--- src/rtl/dpt_pkg.sv ---
package dpt_pkg;

    typedef enum logic [1:0] {
        CH_OFF  = 2'd0,
        CH_RUN  = 2'd1,
        CH_FIRE = 2'd2
    } ch_state_e;

    typedef struct packed {
        logic       long_cyc;
        logic [3:0] tmo;
    } chan_cfg_t;

    localparam int CW_W        = 13;
    localparam int TMO_W       = 4;
    localparam int NUM_CH      = 2;
    localparam int TX_LONG_BIT = 12;
    localparam int TX_TMO_LSB  = 8;
    localparam int RX_LONG_BIT = 4;
    localparam int RX_TMO_LSB  = 0;

    // Pull one channel's fields out of the control word (channel 0 = TX).
    function automatic chan_cfg_t pick_fields(input logic [CW_W-1:0] cw, input int ch);
        chan_cfg_t f;
        if (ch == 0) begin
            f.long_cyc = cw[TX_LONG_BIT];
            f.tmo      = cw[TX_TMO_LSB +: TMO_W];
        end else begin
            f.long_cyc = cw[RX_LONG_BIT];
            f.tmo      = cw[RX_TMO_LSB +: TMO_W];
        end
        return f;
    endfunction

endpackage

--- src/rtl/dpt_prescale.sv ---
module dpt_prescale #(
    parameter int SLOW_DIV = 10
) (
    input  logic clk,
    input  logic rst_n,
    input  logic speed_100,
    input  logic bit_tick,
    output logic base_tick
);
    localparam int DW = (SLOW_DIV > 1) ? $clog2(SLOW_DIV) : 1;
    localparam logic [DW-1:0] DIV_LAST = DW'(SLOW_DIV - 1);

    logic [DW-1:0] div_q;

    // the divider only runs in 10 Mbps mode and restarts whenever 100 Mbps is selected
    always_ff @(posedge clk or negedge rst_n) begin
        if (!rst_n) begin
            div_q <= '0;
        end else if (speed_100) begin
            div_q <= '0;
        end else if (bit_tick) begin
            div_q <= (div_q == DIV_LAST) ? '0 : div_q + 1'b1;
        end
    end

    always_comb begin
        if (speed_100) begin
            base_tick = bit_tick;
        end else begin
            base_tick = bit_tick && (div_q == DIV_LAST);
        end
    end

endmodule

--- src/rtl/dpt_cfg_reg.sv ---
module dpt_cfg_reg
    import dpt_pkg::*;
#(
    parameter logic [CW_W-1:0] RST_CW = 13'h0001
) (
    input  logic            clk,
    input  logic            rst_n,
    input  logic            cfg_we,
    input  logic [CW_W-1:0] cfg_wdata,
    output chan_cfg_t       tx_cfg_o,
    output chan_cfg_t       rx_cfg_o,
    output logic            reload_o
);
    localparam chan_cfg_t TX_RST = pick_fields(RST_CW, 0);
    localparam chan_cfg_t RX_RST = pick_fields(RST_CW, 1);

    chan_cfg_t tx_q;
    chan_cfg_t rx_q;
    logic      reload_q;

    // bits 7:5 carry nothing
    logic unused_gap_bits;
    assign unused_gap_bits = ^cfg_wdata[7:5];

    always_ff @(posedge clk or negedge rst_n) begin
        if (!rst_n) begin
            tx_q     <= TX_RST;
            rx_q     <= RX_RST;
            reload_q <= 1'b0;
        end else begin
            reload_q <= cfg_we;
            if (cfg_we) begin
                tx_q <= pick_fields(cfg_wdata, 0);
                rx_q <= pick_fields(cfg_wdata, 1);
            end
        end
    end

    assign tx_cfg_o = tx_q;
    assign rx_cfg_o = rx_q;
    assign reload_o = reload_q;

endmodule

--- src/rtl/dpt_channel.sv ---
module dpt_channel
    import dpt_pkg::*;
#(
    parameter int NORM_BITS = 512,
    parameter int LONG_BITS = 8192,
    parameter bit RST_ON    = 1'b0
) (
    input  logic      clk,
    input  logic      rst_n,
    input  logic      base_tick,
    input  chan_cfg_t cfg,
    input  logic      reload,
    input  logic      sw_req,
    output logic      poll_o
);
    localparam int BW = $clog2(LONG_BITS);
    localparam logic [BW-1:0] NORM_LAST = BW'(NORM_BITS - 1);
    localparam logic [BW-1:0] LONG_LAST = BW'(LONG_BITS - 1);
    localparam ch_state_e RST_STATE = RST_ON ? CH_RUN : CH_OFF;

    ch_state_e        state_q;
    ch_state_e        state_d;
    logic [BW-1:0]    bit_q;
    logic [BW-1:0]    bit_d;
    logic [TMO_W-1:0] cyc_q;
    logic [TMO_W-1:0] cyc_d;
    logic [BW-1:0]    bit_last;
    logic             end_of_cycle;
    logic             end_of_period;
    logic             tmo_zero;

    assign tmo_zero      = (cfg.tmo == '0);
    assign bit_last      = cfg.long_cyc ? LONG_LAST : NORM_LAST;
    assign end_of_cycle  = (bit_q == bit_last);
    assign end_of_period = end_of_cycle && (cyc_q == cfg.tmo - 1'b1);

    // State register
    always_ff @(posedge clk or negedge rst_n) begin
        if (!rst_n) begin
            state_q <= RST_STATE;
            bit_q   <= '0;
            cyc_q   <= '0;
        end else begin
            state_q <= state_d;
            bit_q   <= bit_d;
            cyc_q   <= cyc_d;
        end
    end

    // Next state: request beats reload, reload beats counting
    always_comb begin
        state_d = state_q;
        if (sw_req) begin
            state_d = CH_FIRE;
        end else if (reload) begin
            state_d = tmo_zero ? CH_OFF : CH_RUN;
        end else begin
            unique case (state_q)
                CH_OFF:  state_d = CH_OFF;
                CH_RUN:  state_d = (base_tick && end_of_period) ? CH_FIRE : CH_RUN;
                CH_FIRE: state_d = tmo_zero ? CH_OFF : CH_RUN;
                default: state_d = CH_OFF;
            endcase
        end
    end

    // Bit-time and cycle counters
    always_comb begin
        bit_d = bit_q;
        cyc_d = cyc_q;
        if (sw_req || reload) begin
            bit_d = '0;
            cyc_d = '0;
        end else begin
            unique case (state_q)
                CH_OFF: begin
                    bit_d = '0;
                    cyc_d = '0;
                end
                CH_RUN: begin
                    if (base_tick) begin
                        if (end_of_cycle) begin
                            bit_d = '0;
                            cyc_d = end_of_period ? '0 : cyc_q + 1'b1;
                        end else begin
                            bit_d = bit_q + 1'b1;
                        end
                    end
                end
                CH_FIRE: begin
                    // a tick in the pulse cycle opens the next period
                    bit_d = base_tick ? BW'(1) : '0;
                    cyc_d = '0;
                end
                default: begin
                    bit_d = '0;
                    cyc_d = '0;
                end
            endcase
        end
    end

    // Outputs
    always_comb begin
        unique case (state_q)
            CH_FIRE: poll_o = 1'b1;
            default: poll_o = 1'b0;
        endcase
    end

endmodule

--- src/rtl/desc_poll_timer.sv ---
module desc_poll_timer
    import dpt_pkg::*;
#(
    parameter int               NORM_BITS = 512,
    parameter int               LONG_BITS = 8192,
    parameter int               SLOW_DIV  = 10,
    parameter logic [CW_W-1:0]  RST_CW    = 13'h0001
) (
    input  logic            clk,
    input  logic            rst_n,
    input  logic            speed_100,
    input  logic            bit_tick,
    input  logic            cfg_we,
    input  logic [CW_W-1:0] cfg_wdata,
    input  logic            tx_poll_req,
    input  logic            rx_poll_req,
    output logic            tx_poll,
    output logic            rx_poll
);
    logic                base_tick;
    logic                cfg_reload;
    chan_cfg_t           tx_cfg;
    chan_cfg_t           rx_cfg;
    chan_cfg_t           ch_cfg [NUM_CH];
    logic [NUM_CH-1:0]   ch_req;
    logic [NUM_CH-1:0]   ch_poll;

    dpt_prescale #(
        .SLOW_DIV (SLOW_DIV)
    ) u_prescale (
        .clk       (clk),
        .rst_n     (rst_n),
        .speed_100 (speed_100),
        .bit_tick  (bit_tick),
        .base_tick (base_tick)
    );

    dpt_cfg_reg #(
        .RST_CW (RST_CW)
    ) u_cfg (
        .clk       (clk),
        .rst_n     (rst_n),
        .cfg_we    (cfg_we),
        .cfg_wdata (cfg_wdata),
        .tx_cfg_o  (tx_cfg),
        .rx_cfg_o  (rx_cfg),
        .reload_o  (cfg_reload)
    );

    assign ch_cfg[0] = tx_cfg;
    assign ch_cfg[1] = rx_cfg;
    assign ch_req    = {rx_poll_req, tx_poll_req};

    for (genvar g = 0; g < NUM_CH; g++) begin : g_ch
        localparam chan_cfg_t RST_F = pick_fields(RST_CW, g);
        dpt_channel #(
            .NORM_BITS (NORM_BITS),
            .LONG_BITS (LONG_BITS),
            .RST_ON    (RST_F.tmo != '0)
        ) u_channel (
            .clk       (clk),
            .rst_n     (rst_n),
            .base_tick (base_tick),
            .cfg       (ch_cfg[g]),
            .reload    (cfg_reload),
            .sw_req    (ch_req[g]),
            .poll_o    (ch_poll[g])
        );
    end

    assign tx_poll = ch_poll[0];
    assign rx_poll = ch_poll[1];

endmodule

--- config.mk ---
export PLATFORM = sky130hd
export DESIGN_NAME = desc_poll_timer
export DESIGN_NICKNAME = d
export VERILOG_FILES = /design/src/rtl/dpt_pkg.sv /design/src/rtl/dpt_prescale.sv /design/src/rtl/dpt_cfg_reg.sv /design/src/rtl/dpt_channel.sv /design/src/rtl/desc_poll_timer.sv
export SDC_FILE = /design/constraint.sdc
export NUM_CORES = 1
export LEC_CHECK = 0
export CAP_MARGIN = 10
export CELL_PAD_IN_SITES_DETAIL_PLACEMENT = 2
export CELL_PAD_IN_SITES_GLOBAL_PLACEMENT = 2
export CORE_MARGIN = 8
export CORE_UTILIZATION = 34
export DETAILED_ROUTE_END_ITERATION = 6
export GPL_ROUTABILITY_DRIVEN = 0
export PLACE_DENSITY_LB_ADDON = 0.1
export SLEW_MARGIN = 20
export SYNTH_ARGS = -nofsm -noshare
export SYNTH_HDL_FRONTEND = slang
export SYNTH_SLANG_ARGS = --single-unit
export TNS_END_PERCENT = 30
--- constraint.sdc ---
create_clock -name clk -period 1.97 [get_ports clk]
set_clock_uncertainty 0.1 [all_clocks]
set_input_delay 0.4925 -clock clk [delete_from_list [all_inputs] [get_ports clk]]
set_output_delay 0.4925 -clock clk [all_outputs]
set_load 0.02 [all_outputs]
==> results of run 1 <==
[flip-flops by register name, indices dropped and copies added (netlist names)]
name,cells
u_prescale.div_q,4
g_ch.u_channel.state_q,4
u_cfg.tx_cfg_o,5
g_ch.u_channel.cyc_q,8
u_cfg.reload_o,1
g_ch.u_channel.bit_q,26
u_cfg.rx_cfg_o,5
[final cells by class]
class | count | share of cell area (%)
multi-input combinational | 253 | 42.7
sequential | 53 | 31.2
timing repair buffer | 90 | 18.6
tap | 108 | 3.17
clock buffer | 5 | 1.61
inverter | 18 | 1.58
clock inverter | 3 | 1.09
[layout by cell type (no fill, tap or decap), types with 3 or more instances in the layout]
cell type | netlist | final
o21ai_0 | 24 | 14
a21oi_2 | 1 | 7
inv_1 | 18 | 16
buf_12 | 0 | 5
and3_1 | 4 | 3
nand3_1 | 17 | 16
dlygate4sd2_1 | 0 | 3
xnor2_1 | 9 | 9
dfrtp_1 | 51 | 51
or3_4 | 0 | 3
xor2_1 | 12 | 12
clkdlybuf4s50_1 | 0 | 13
ha_4 | 0 | 3
nor2_1 | 26 | 25
buf_4 | 1 | 60
or3_1 | 6 | 3
o22ai_1 | 3 | 3
nor3b_1 | 3 | 3
nand2_1 | 35 | 34
a21o_1 | 3 | 3
mux2_2 | 6 | 6
ha_1 | 12 | 7
nand3b_1 | 4 | 4
clkbuf_8 | 0 | 5
nor3_1 | 9 | 7
nand4_1 | 10 | 10
nand2b_1 | 3 | 3
o21ai_1 | 0 | 8
a21oi_1 | 22 | 16
a211oi_1 | 3 | 3
buf_6 | 0 | 6
[power by group]
part	switching [mW]	internal [mW]
logic	0.199	0.198
registers	0.0293	1.12
clock network	0.391	0.381
[worst max-delay path, cell delays in order (launching register included)]
cell,delay (ns)
dfrtp_1,0.42
buf_6,0.14
ha_4,0.17
or3b_1,0.20
and3b_2,0.25
a211o_4,0.31
or3_1,0.31
o21ai_1,0.11
[worst max path at each step]
stage / cells after the start / slack, ns / endpoint
floorplan: 7 / -0.08 / g_ch[0].u_channel.bit_q[5]
global placement: 6 / -0.38 / g_ch[0].u_channel.bit_q[10]
detailed placement: 6 / -0.48 / g_ch[0].u_channel.bit_q[6]
CTS: 6 / -0.06 / g_ch[0].u_channel.bit_q[12]
global route: 7 / -0.19 / g_ch[0].u_channel.bit_q[12]
finish: 7 / -0.1 / g_ch[0].u_channel.bit_q[12]
[through the flow]
stage / instances / cell area (µm²) / utilization (%) / setup slack [ns] / setup TNS (ns)
2_1_floorplan: 332 / 3100 / - / -0.0804 / -0.293
3_3_place_gp: 505 / 3800 / 43.3 / -0.378 / -8.31
3_5_place_dp: 505 / 3800 / 43.3 / -0.484 / -10.52
4_1_cts: 523 / 4040 / 46.0 / -0.0649 / -0.517
5_1_grt: 530 / 4260 / 48.6 / -0.192 / -2.35
6_report: 530 / 4260 / 48.6 / -0.0982 / -0.662
[cells by family after synthesis]
family | count (synthesis) | synth area share, %
buffers and inverters | 26 | 3.52
xor gates and xnor gates | 21 | 5.96
AOI/OAI and AO/OA | 73 | 15.0
muxes | 8 | 2.84
adders and majority gates | 12 | 4.86
DFF | 53 | 43.0
and+or+nand+nor | 139 | 24.8
[repair_timing]
item	4_1_cts	5_1_grt
gates cloned	0	0
endpoints found under the setup margin	25	38
hold buffers	1	0
endpoints found under the hold margin	9	0
resized for setup	17	45
pin swaps	9	16
buffers inserted	9	7
[layer usage]
| metal | vias to the layer above | part of all wire, % | wire, µm |
|---|---|---|---|
| met5 | - | 0 | 0 |
| met4 | 0 | 1.7 | 181 |
| met3 | 17 | 1.8 | 191 |
| met2 | 27 | 54 | 5730 |
| met1 | 1487 | 42 | 4420 |
| li1 | 1365 | - | - |
==> flow_summary.toml, run 1 <==
[outcome]
status = "finished with violations"
failed_checks = "negative setup slack"

[synthesis]
avgSynthCellArea_um2 = 9.30
seq_area_frac_synth_pct = 43.0
yosysTopAreaCell = "dfrtp_1"
synth_nets = 364
synth_area_leaders = "dfrtp_1 (41%), ha_1 (4.9%), nand2_1 (4.3%), o21ai_0 (3.9%), a21oi_1 (3.6%)"
syn_area_um2 = 3090
synth_top_cells_by_count = "dfrtp_1 (51), nand2_1 (35), nor2_1 (26)"
synth_cells = 332
ys_ff_latch = 53
synth.distinct_cells = 55
ys.flop_type = "dfrtp_1"
async_flop_share_pct = 100
synth_edf_count = 0
synth.top_cell.area_share_pct = 41.3
synth_most_common_cell = "dfrtp_1"
ys_warn_count = 0

[timing]
fin_crit_ns = 2.07
hold_viol_final = 0
slew_headroom_pct = 65.4
max_freq_mhz = 484
fin_crit_sh_pct = 105
setup_violations = 14
maxSlewViolCount = 0
rsz0062_at_grt = "yes"
fin_hold_ws_ns = 0.447
worst_pin_slew_ns = 0.515
setup_slack_ns = -0.0982

[cells_and_area]
nets = 453
nFillCells = 921
layout-drive-gt1-share_pct = 31.5
regArea_um2 = 1330
num_antenna_cells = 0
area_delta_synth_final_pct = 38.0
multi_input_comb_area_um2 = 1820

[cts]
cts.sinks = 53
root_buffer = "clkbuf_8"
htree_levels = 2
cts_buffers = 5
tritoncts = "built"
cts.clk_slew.worst_paths_ns = 0.10
insertion_delay_ns = 0.32
clockBufferDepth = 2

[critical_path]
reg2reg_to = "g_ch[0].u_channel.bit_q[12]"
rrSetupSlack_ns = -0.1
worstReg2RegStart = "g_ch[0].u_channel.state_q[0]"
reg2reg_depth = 7
arrival_ns = 2.20
startpoint = "g_ch[0].u_channel.state_q[0]"
crit_type = "register to register"
crit_fanout = 7
startpoint_type = "register"
cp.required_ns = 2.10
endpoint_kind = "register"

[worst_hold_path]
hold-path-endpoint = "g_ch[0].u_channel.bit_q[8]"
worstHoldPathType = "register to register"
hold-path-cell-count = 2
timing.hold.worst.start = "g_ch[0].u_channel.bit_q[8]"

[grt]
busiest_layer = "met2"
antenna_found_initial = 0
grt_use_total_pct = 15.3
first_global_vias = 3165
gr-total-overflow = 0
grt_start_max_net_pins = 43
grtUsageMet2_pct = 27.7
grtUsageMet3_pct = 2.16
use_met1_pct = 18.6
grt_pass1_wl_um = 15900

[floorplan]
die_area_um2 = 12400
die_h_um = 111
coreArea_um2 = 8760
start_util_pct = 35.2
rows = 34
die_x_um = 111
io_pins = 22

[placed_design]
portBuffers = 18
hpwl_um = 6920

[pwr]
vdd_drop_max_v = 0.000247
p_leak_nw = 1.80
cellPowerDensity_nw_per_um2 = 544
fin_total_pwr_mw = 2.32

[detailed_routing]
vias_per_cell = 5.46
wirelength_um = 10500
vias = 2896
wl_per_cell_um = 19.9
drt-pass1-iter-count = 4
remaining_drc_errors = 0
drtIter0Drc = 63
postRouteAntennaNets = 0

[run]
cap_violations = 0
Note: power is estimated with default switching activity, not from simulation.
==> run 2, diff against run 1 <==
Settings changed: CORE_ASPECT_RATIO from default to 0.9.
==> flow_summary.toml, run 2 (same netlist as run 1, synthesis figures left out) <==
[outcome]
status = "finished with violations"
failed_checks = "negative setup slack"

[grt]
grt_use_total_pct = 15.6
grt_start_max_net_pins = 54
antenna_found_initial = 0
grt_pass1_wl_um = 15700
gr-total-overflow = 0
first_global_vias = 3171

[floorplan]
coreArea_um2 = 8960
die_h_um = 106
rows = 33
die_x_um = 116
die_area_um2 = 12400
start_util_pct = 34.5
io_pins = 22

[pwr]
cellPowerDensity_nw_per_um2 = 536
fin_total_pwr_mw = 2.23
vdd_drop_max_v = 0.000277
p_leak_nw = 1.76

[detailed_routing]
vias = 2817
drtIter0Drc = 58
drt-pass1-iter-count = 4
vias_per_cell = 5.24
remaining_drc_errors = 0
wirelength_um = 9240
postRouteAntennaNets = 0
wl_per_cell_um = 17.2

[timing]
fin_crit_sh_pct = 104
hold_viol_final = 0
fin_hold_ws_ns = 0.0594
rsz0062_at_grt = "yes"
max_freq_mhz = 486
setup_slack_ns = -0.0859
fin_crit_ns = 2.06
worst_pin_slew_ns = 0.445
maxSlewViolCount = 0
setup_violations = 7
slew_headroom_pct = 70.1

[critical_path]
rrSetupSlack_ns = -0.09
reg2reg_to = "g_ch[0].u_channel.bit_q[5]"
crit_type = "register to register"
endpoint_kind = "register"
arrival_ns = 2.20
worst_path_max_delay_cell = "dfrtp_1"
crit_chain = "buf_4 -> ha_4 -> or3b_1 -> and3b_2 -> a211o_4 -> or3_1 -> o21ai_1"
startpoint_type = "register"
cp_num_buf_inv = 1
slowest_delay_ns = 0.40
reg2reg_depth = 7
crit_fanout = 8
worstReg2RegStart = "g_ch[0].u_channel.state_q[0]"
crit_family = "simple AND/OR/NAND/NOR gates"
cp.required_ns = 2.11

[worst_hold_path]
worstHoldPathType = "primary input to asynchronous set/reset pin"

[cells_and_area]
layout-drive-gt1-share_pct = 30.3
final_common_cell = "buf_4"
area_delta_synth_final_pct = 34.8
num_antenna_cells = 0
nets = 447
layout_common_cells = "buf_4 (60), dfrtp_1 (51), nand2_1 (35), nor2_1 (26), a21oi_1 (19)"
largest_register = "g_ch.u_channel.bit_q"
reg_top3 = "g_ch.u_channel.bit_q (26), g_ch.u_channel.cyc_q (8)"
largest_register_ffs = 26

[cts]
htree_levels = 2
root_buffer = "clkbuf_8"
cts.sinks = 53
cts.clk_slew.worst_paths_ns = 0.10
clockBufferDepth = 2
insertion_delay_ns = 0.31
cts_buffers = 5
tritoncts = "built"

[run]
cap_violations = 0

[placed_design]
hpwl_um = 6930
portBuffers = 18
-- run 2: cell count changes in the layout (fill, tap and decap cells not counted), moves of 3 or more --
cell	previous run	this run
inv_2	2	5
a21oi_1	16	19
inv_1	16	13
a21oi_2	7	4
buf_12	5	2
-- run 2: cell type report --
class	count	area, µm²
clock buffers	7	96.3
clock inverters	1	5.00
fillers	982	4800
inverters	18	67.6
multi-input cells	253	1810
flip-flops and latches	53	1330
well taps	122	153
repair buffers	84	703
-- run 2: metrics by stage --
stage,instances,TNS (ns),cell area (µm²),util (%),setup slack (ns)
global route,538,-1.32,4160,46.5,-0.143
CTS,535,-0.189,4010,44.7,-0.0593
global placement,522,-10.68,3820,42.7,-0.411
floorplan,332,-0.293,3100,-,-0.0804
detailed placement,522,-11.78,3820,42.7,-0.452
finish,538,-0.301,4160,46.5,-0.0859
-- run 2: power breakdown --
part,leakage (nW),switching (mW),internal [mW]
clock network,0.0542,0.381,0.319
registers,0.705,0.0287,1.12
logic,0.997,0.188,0.192
total,1.76,0.598,1.63
-- run 2: worst max-delay path by stage --
stage / from / to / slack [ns] / cells past startpoint
after detailed placement: bit_tick / g_ch[0].u_channel.bit_q[12] / -0.45 / 6
final: g_ch[0].u_channel.state_q[0] / g_ch[0].u_channel.bit_q[5] / -0.09 / 7
after global routing: g_ch[0].u_channel.state_q[0] / g_ch[0].u_channel.bit_q[5] / -0.14 / 7
after floorplan: g_ch[0].u_channel.state_q[0] / g_ch[0].u_channel.bit_q[5] / -0.08 / 7
after CTS: g_ch[0].u_channel.state_q[1] / g_ch[0].u_channel.bit_q[5] / -0.06 / 5
after global placement: bit_tick / g_ch[0].u_channel.bit_q[5] / -0.41 / 6
-- run 2: what timing repair did --
item                                    4_1_cts  5_1_grt
pin swaps                                    15       11
hold buffers                                  0        0
resized for setup                            21       32
buffers inserted                              5        3
endpoints found under the setup margin       30       34
-- run 2: worst reg2reg max path, stage by stage, from the launching register on --
cell and delay, ns:
dfrtp_1 0.40, buf_4 0.15, ha_4 0.17, or3b_1 0.19, and3b_2 0.24, a211o_4 0.31, or3_1 0.35, o21ai_1 0.08
-- run 2: layer usage --
metal | global-route usage (%) | vias up | part of all wire [%]
met5 | 0 | - | 0
met4 | 4.53 | 0 | 1.3
met3 | 2.15 | 11 | 2.1
met2 | 26.5 | 30 | 50
met1 | 20.0 | 1424 | 47
li1 | - | 1352 | -
